**config.mk**
```make
export PLATFORM = sky130hd
export DESIGN_NAME = lpo_ratio_meter
export DESIGN_NICKNAME = d
export VERILOG_FILES = /design/src/rtl/lpo_ratio_meter.sv
export SDC_FILE = /design/constraint.sdc
export NUM_CORES = 1
export LEC_CHECK = 0
export BUFFER_PORTS_ARGS = -buffer_cell sky130_fd_sc_hd__buf_2
export CAP_MARGIN = 10
export CORE_UTILIZATION = 35
export DETAILED_ROUTE_END_ITERATION = 6
export GPL_ROUTABILITY_DRIVEN = 0
export PLACE_DENSITY = 0.6
export SLEW_MARGIN = 20
export SYNTH_ARGS = -nofsm -noshare
export SYNTH_HDL_FRONTEND = slang
export SYNTH_SLANG_ARGS = --single-unit
export TNS_END_PERCENT = 50
```
**constraint.sdc**
```tcl
create_clock -name clk -period 1.67 [get_ports clk]
set_input_delay 0 -clock clk [delete_from_list [all_inputs] [get_ports clk]]
set_output_delay 0 -clock clk [all_outputs]
set_load 0.05 [all_outputs]
```
**src/rtl/lpo_ratio_meter.sv**
```systemverilog
module lpo_ratio_meter #(
  parameter int CNT_W       = 13,
  parameter int WIN_EDGES   = 4,
  parameter int SYNC_STAGES = 2,
  parameter int DATA_W      = 32,
  parameter int EN_BIT      = 31,
  parameter int STAT_BIT    = 8
) (
  input  logic              clk,
  input  logic              rst_n,
  input  logic              slow_clk,
  input  logic              lpo_present,
  input  logic              reg_addr,
  input  logic              wr_en,
  input  logic [DATA_W-1:0] wr_data,
  output logic [DATA_W-1:0] rd_data
);
  localparam int EDGE_W = (WIN_EDGES > 2) ? $clog2(WIN_EDGES) : 1;
  localparam logic [CNT_W-1:0]  CNT_MAX   = {CNT_W{1'b1}};
  localparam logic [EDGE_W-1:0] EDGE_LAST = EDGE_W'(WIN_EDGES - 1);

  logic [SYNC_STAGES-1:0] sync_q;
  logic                   prev_q;
  logic                   rise;
  logic                   en_q;
  logic                   open_q;
  logic [EDGE_W-1:0]      edge_q;
  logic [CNT_W-1:0]       cnt_q;
  logic [CNT_W-1:0]       latch_q;
  logic [CNT_W-1:0]       cnt_nxt;
  logic                   unused_wr;

  assign unused_wr = ^wr_data;

  always_ff @(posedge clk or negedge rst_n) begin
    if (!rst_n) begin
      sync_q <= '0;
      prev_q <= 1'b0;
    end else begin
      sync_q <= {sync_q[SYNC_STAGES-2:0], slow_clk};
      prev_q <= sync_q[SYNC_STAGES-1];
    end
  end

  assign rise    = sync_q[SYNC_STAGES-1] & ~prev_q;
  assign cnt_nxt = (cnt_q == CNT_MAX) ? CNT_MAX : cnt_q + 1'b1;

  always_ff @(posedge clk or negedge rst_n) begin
    if (!rst_n) begin
      en_q    <= 1'b0;
      open_q  <= 1'b0;
      edge_q  <= '0;
      cnt_q   <= '0;
      latch_q <= '0;
    end else begin
      if (wr_en && !reg_addr) en_q <= wr_data[EN_BIT];
      if (!en_q) begin
        open_q  <= 1'b0;
        edge_q  <= '0;
        cnt_q   <= '0;
        latch_q <= '0;
      end else if (!open_q) begin
        if (rise) begin
          open_q <= 1'b1;
          edge_q <= '0;
          cnt_q  <= '0;
        end
      end else if (rise && edge_q == EDGE_LAST) begin
        latch_q <= cnt_nxt;
        cnt_q   <= '0;
        edge_q  <= '0;
      end else begin
        cnt_q <= cnt_nxt;
        if (rise) edge_q <= edge_q + 1'b1;
      end
    end
  end

  always_comb begin
    rd_data = '0;
    if (!reg_addr) begin
      rd_data[CNT_W-1:0] = latch_q;
      rd_data[EN_BIT]    = en_q;
    end else begin
      rd_data[STAT_BIT]  = lpo_present;
    end
  end
endmodule


```
==> metrics.csv, run 1 <==
metric;value;unit
layout cells sized above 1;0.295;
grt ovf;0;
Power Total;1.67;mW
DRC;1;
largest net degree at the start of global routing;34;
Vias;1531;
final setup fails;0;
filler cell count in the final layout;522;
pre-CTS setup slack;-0.0236;ns
area leader, netlist;dfrtp_1;
diode count;0;
Starting DRT DRC Count;155;
RSZ-0062 raised after global routing;yes;
Core ar.;0.00507;sq mm
WL final;4140;um
Synth Cell Area;0.00184;sq mm
# H-tree levels;2;
violated checks;design-rule violations;
highest net fanout along the worst path;3;
CTS Sinks;33;
fin nets;283;
Finished Layout Cells;314;
Ys Warns;0;
met2 Use GR;0.248;
slowest library cell on the worst path;dfrtp_1;
crit path buf inv count;1;
Post-synth EDFFs;0;
CP Launch Type;flip-flop;
Port Buffer Count;20;
share of the yosys chip area belonging to registers;0.448;
crit share post-route;0.989;
clock transition at the registers of the reported paths;0.07;ns
CP Class;reg -> reg;
initial antenna violation count;0;
setup_tns;0;ns
DR pass1 iterations;6;
Post-synth top cells;33 x dfrtp_1, 23 x o21ai_0, 18 x buf_4;
first-pass GRT wire length;6940;um
PwrDens;736;mW/mm^2
Root Buffer;clkbuf_8;
worst vdd ir;218;uV
Crit path max-delay family;simple AND/OR/NAND/NOR gates;
chip height;74.6;um
actual slew at the worst max-slew pin;0.748;ns
CP max stage delay;0.39;ns
crit path cell chain;ha_4 > nand4_1 > buf_4 > or3_1 > xnor2_1 > a21oi_1;
Placed Cells;300;
worst hold path type;in -> reg;
Final Hold Viols;0;
Die Area;0.00556;sq mm
Rel. slew slack;0.501;
GR Util All Layers;0.168;
footprint of the multi-input gates;930;sq um
Clock Skew;0.00368;ns
Synth Instances;198;
Synth top area share;0.448;
CP arrival;1.81;ns
Max Slew Vio Count;0;
Ports;70;
Area Overhead vs Synth;23.2;%
status;finished, violations left;
Pleak;1.07;nW
vias in the first global route;1430;
prevailing post-synth register cell;dfrtp_1;
total CTS buffers;5;
busiest grt layer;met2;
Max Cap Violations;0;
CP endpoint kind;flip-flop;
Rows;26;
Synth cell types;43;
Final HPWL DP;2980;um
antenna viol nets, final;0;
Via density;4.88;
most common cell in the synthesized netlist;dfrtp_1;
CP required;1.83;ns
Async SR Flop Fraction;1.00;
Die W;74.6;um
met1 Use GR;0.237;
top post-synthesis cells by area;dfrtp_1 45%, buf_4 7.3%, o21ai_0 6.2%;
Max Clock Freq;606;MHz
CTS tree;yes;
#FFs+latches synth;33;
fin worst setup slack;0.0188;ns
FF/Latch Area;826;sq um
Clock Path Buffers;2;
Avg WL per Cell;13.2;um
Syn Area/Cell;9.31;sq um
Clock Latency Late Sink;0.28;ns
Period minus WS final;1.65;ns
met3 usage;0.0379;
Starting Density;0.363;
-- layout by cell type (no fill, tap or decap), types with 6 or more instances in the layout --
cell type and count:
nand3_1 6, buf_4 26, o21ai_0 23, conb_1 18, a21oi_1 14, nor2b_1 14, nand2_1 15, buf_2 20
dfrtp_1 33
-- cell type report --
class | instances | area share
Clock inverter | 2 | 0.00441
Clock buffer | 6 | 0.0320
Sequential cell | 33 | 0.364
Timing Repair Buffer | 49 | 0.143
Multi-Input combinational cell | 149 | 0.410
Tap cell | 70 | 0.0386
Inverter | 5 | 0.00827
-- path summary, 6_finish.rpt --
path,startpoint,endpoint,slack [ns],cells after the start
max in group asynchronous,rst_n,latch_q[2]$_DFFE_PN0P_,0.87,2
max,cnt_q[1]$_DFFE_PN0P_,latch_q[8]$_DFFE_PN0P_,0.02,6
max reg2reg,cnt_q[1]$_DFFE_PN0P_,latch_q[8]$_DFFE_PN0P_,0.02,6
min in group asynchronous,rst_n,prev_q$_DFF_PN0_,0.32,2
min reg2reg,sync_q[0]$_DFF_PN0_,sync_q[1]$_DFF_PN0_,0.35,0
min,wr_en,en_q$_DFFE_PN0P_,0.10,3
-- sequential cells by signal, summed over array words and instances (netlist names) --
signal	count
sync_q	2
open_q	1
prev_q	1
en_q	1
latch_q	13
edge_q	2
cnt_q	13
-- through the flow --
step                hold WS (ns)  instance area, sq um  utilization
floorplan                 -0.296                  1920            -
global placement           0.108                  2100        0.413
detailed placement         0.107                  2100        0.413
CTS                        0.105                  2220        0.437
global route               0.128                  2270        0.447
finish                     0.103                  2270        0.447
-- per-layer routing --
metal / up-vias / routed length [um]
met5: - / 0
met4: 0 / 34
met3: 2 / 199
met2: 56 / 1830
met1: 717 / 2080
li1: 756 / -
-- worst min-delay path, cell delays in order --
cell and delay (ns):
buf_2 0.07, nor2b_1 0.13, mux2_2 0.15
-- where the power goes --
group          internal (mW)  switching (mW)
clock                  0.288           0.283
combinational         0.0638           0.203
sequential             0.815          0.0160
-- cell families after synthesis --
kind of cell,count (synthesis),synth area share
compound gates,63,0.209
simple gates,58,0.178
fa+ha+maj,2,0.0136
other cells,1,0.00203
buf+inv,33,0.109
xor+xnor,6,0.0285
flops,33,0.448
mux,2,0.0122
-- timing repair --
item                       CTS  global route
cloned                       0             0
setup endpoints to repair   10            13
hold endpoints to repair    35             0
buffers inserted             0             3
hold buffers                 3             0
resized for setup            2             7
(Power assumes the default switching activity.)
==> run 2, diff against run 1 <==
--- a/config.mk
+++ b/config.mk
@@ -7,10 +7,11 @@
 export LEC_CHECK = 0
 export BUFFER_PORTS_ARGS = -buffer_cell sky130_fd_sc_hd__buf_2
 export CAP_MARGIN = 10
+export CORE_ASPECT_RATIO = 2
 export CORE_UTILIZATION = 35
 export DETAILED_ROUTE_END_ITERATION = 6
 export GPL_ROUTABILITY_DRIVEN = 0
-export PLACE_DENSITY = 0.6
+export PLACE_DENSITY_LB_ADDON = 0.2
 export SLEW_MARGIN = 20
 export SYNTH_ARGS = -nofsm -noshare
 export SYNTH_HDL_FRONTEND = slang
==> run 2 against run 1 <==
The run now ends clean. Count of clock-buffer cells in the layout grew 1. Clock skew is essentially flat. Critical path type unchanged. Global-route usage grew 2.8 points.
==> metrics.csv, run 2 (same netlist as run 1, synthesis figures left out) <==
metric;value;unit
status;complete, no violations;
Max Cap Violations;0;
Ports;70;
chip height;105;um
post-CTS setup buffers;0;
PwrDens;821;mW/mm^2
commonest non-fill, non-tap cell in the layout;dfrtp_1;
Period minus WS final;1.59;ns
grt ovf;0;
worst vdd ir;672;uV
Rel. slew slack;0.483;
CP arrival;1.76;ns
Die Area;0.00558;sq mm
Starting DRT DRC Count;28;
CP Class;reg -> reg;
Post-Route Utilization;0.449;
clock transition at the registers of the reported paths;0.07;ns
WL final;4840;um
antenna viol nets, final;0;
Power Total;1.88;mW
Placed Cells;291;
CP max stage delay;0.45;ns
Via density;5.17;
Rows;37;
DP Area;0.00211;sq mm
DRC;0;
# H-tree levels;2;
Final Hold Viols;0;
crit share post-route;0.950;
Vias;1561;
DR pass1 iterations;4;
Clock Skew;0.00321;ns
highest net fanout along the worst path;4;
Crit path max-delay family;simple AND/OR/NAND/NOR gates;
biggest registers after layout;cnt_q (13), latch_q (13);
footprint of the multi-input gates;927;sq um
most frequent cells in the layout;32 x dfrtp_1, 26 x buf_4, 22 x o21ai_0;
crit path cell chain;ha_4 > nand4_1 > or4_4 > o21ai_0 > o2bb2ai_1;
fin nets;283;
Avg WL per Cell;16.0;um
CP required;1.85;ns
Max Clock Freq;630;MHz
Clock Latency Late Sink;0.28;ns
Area Overhead vs Synth;24.1;%
actual slew at the worst max-slew pin;0.775;ns
Clock Path Buffers;2;
largest net degree at the start of global routing;34;
Max Slew Vio Count;0;
Port Buffer Count;20;
Root Buffer;clkbuf_8;
initial antenna violation count;0;
Pleak;1.08;nW
Finished Layout Cells;302;
final instance area;0.00229;sq mm
Core ar.;0.00509;sq mm
r2r startpoint;cnt_q[1]$_DFFE_PN0P_;
final setup fails;0;
CTS Sinks;33;
crit path buf inv count;0;
setup_tns;0;ns
first-pass GRT wire length;7760;um
CP endpoint kind;flip-flop;
filler cell count in the final layout;540;
Final HPWL DP;3610;um
worst hold path type;in -> reg;
CP Launch Type;flip-flop;
total CTS buffers;5;
Starting Density;0.362;
layout cells sized above 1;0.291;
GR Util All Layers;0.195;
slowest library cell on the worst path;or4_4;
Die W;53.3;um
FF/Latch Area;827;sq um
diode count;0;
HP Start;wr_en;
vias in the first global route;1575;
Setup crit start;cnt_q[1]$_DFFE_PN0P_;
CTS tree;yes;
## run 2: routing by layer
layer  up-vias  routed length [um]  GRT usage
li1        751                   -          -
met1       742                1690      0.202
met2        48                2630      0.328
met3        20                 123     0.0335
met4         0                 389      0.145
met5         -                   0          0
## run 2: layout make-up
| cell class | instances | share of cell area |
|---|---|---|
| multi-input combinational | 149 | 0.405 |
| sequential | 33 | 0.362 |
| timing repair buffer | 49 | 0.142 |
| clock buffer | 7 | 0.0377 |
| tap | 58 | 0.0317 |
| clock inverter | 1 | 0.0131 |
| inverter | 5 | 0.00821 |
## run 2: stage by stage
| stage | setup slack, ns | hold slack (ns) |
|---|---|---|
| 5_1_grt | -0.0444 | 0.128 |
| 4_1_cts | 0.0410 | 0.108 |
| 3_5_place_dp | 0.0613 | 0.110 |
| 6_report | 0.0828 | 0.109 |
| 2_1_floorplan | -0.0356 | -0.296 |
| 3_3_place_gp | 0.0710 | 0.108 |
## run 2: timing repair
action	CTS	global route
setup endpoints to repair	0	19
hold buffers	3	0
endpoints found under the hold margin	35	0
resized for setup	0	9
## run 2: worst reg2reg max path, cell delays in order (launching register included)
cell and delay (ns):
dfrtp_1 0.41, ha_4 0.15, nand4_1 0.10, or4_4 0.46
o21ai_0 0.16, o2bb2ai_1 0.21
## run 2: worst paths after layout
path	end	slack, ns	cells past startpoint
min in group asynchronous	cnt_q[3]$_DFFE_PN0P_	0.32	2
max in group asynchronous	cnt_q[10]$_DFFE_PN0P_	0.80	2
hold / removal	en_q$_DFFE_PN0P_	0.11	3
hold reg to reg	sync_q[1]$_DFF_PN0_	0.35	0
setup reg to reg	cnt_q[7]$_DFFE_PN0P_	0.08	5
setup / recovery	cnt_q[7]$_DFFE_PN0P_	0.08	5
## run 2: report_power, final
part	leakage (nW)	internal (mW)	switching, mW
clock network	0.0585	0.486	0.289
logic	0.574	0.0667	0.206
registers	0.449	0.815	0.0162
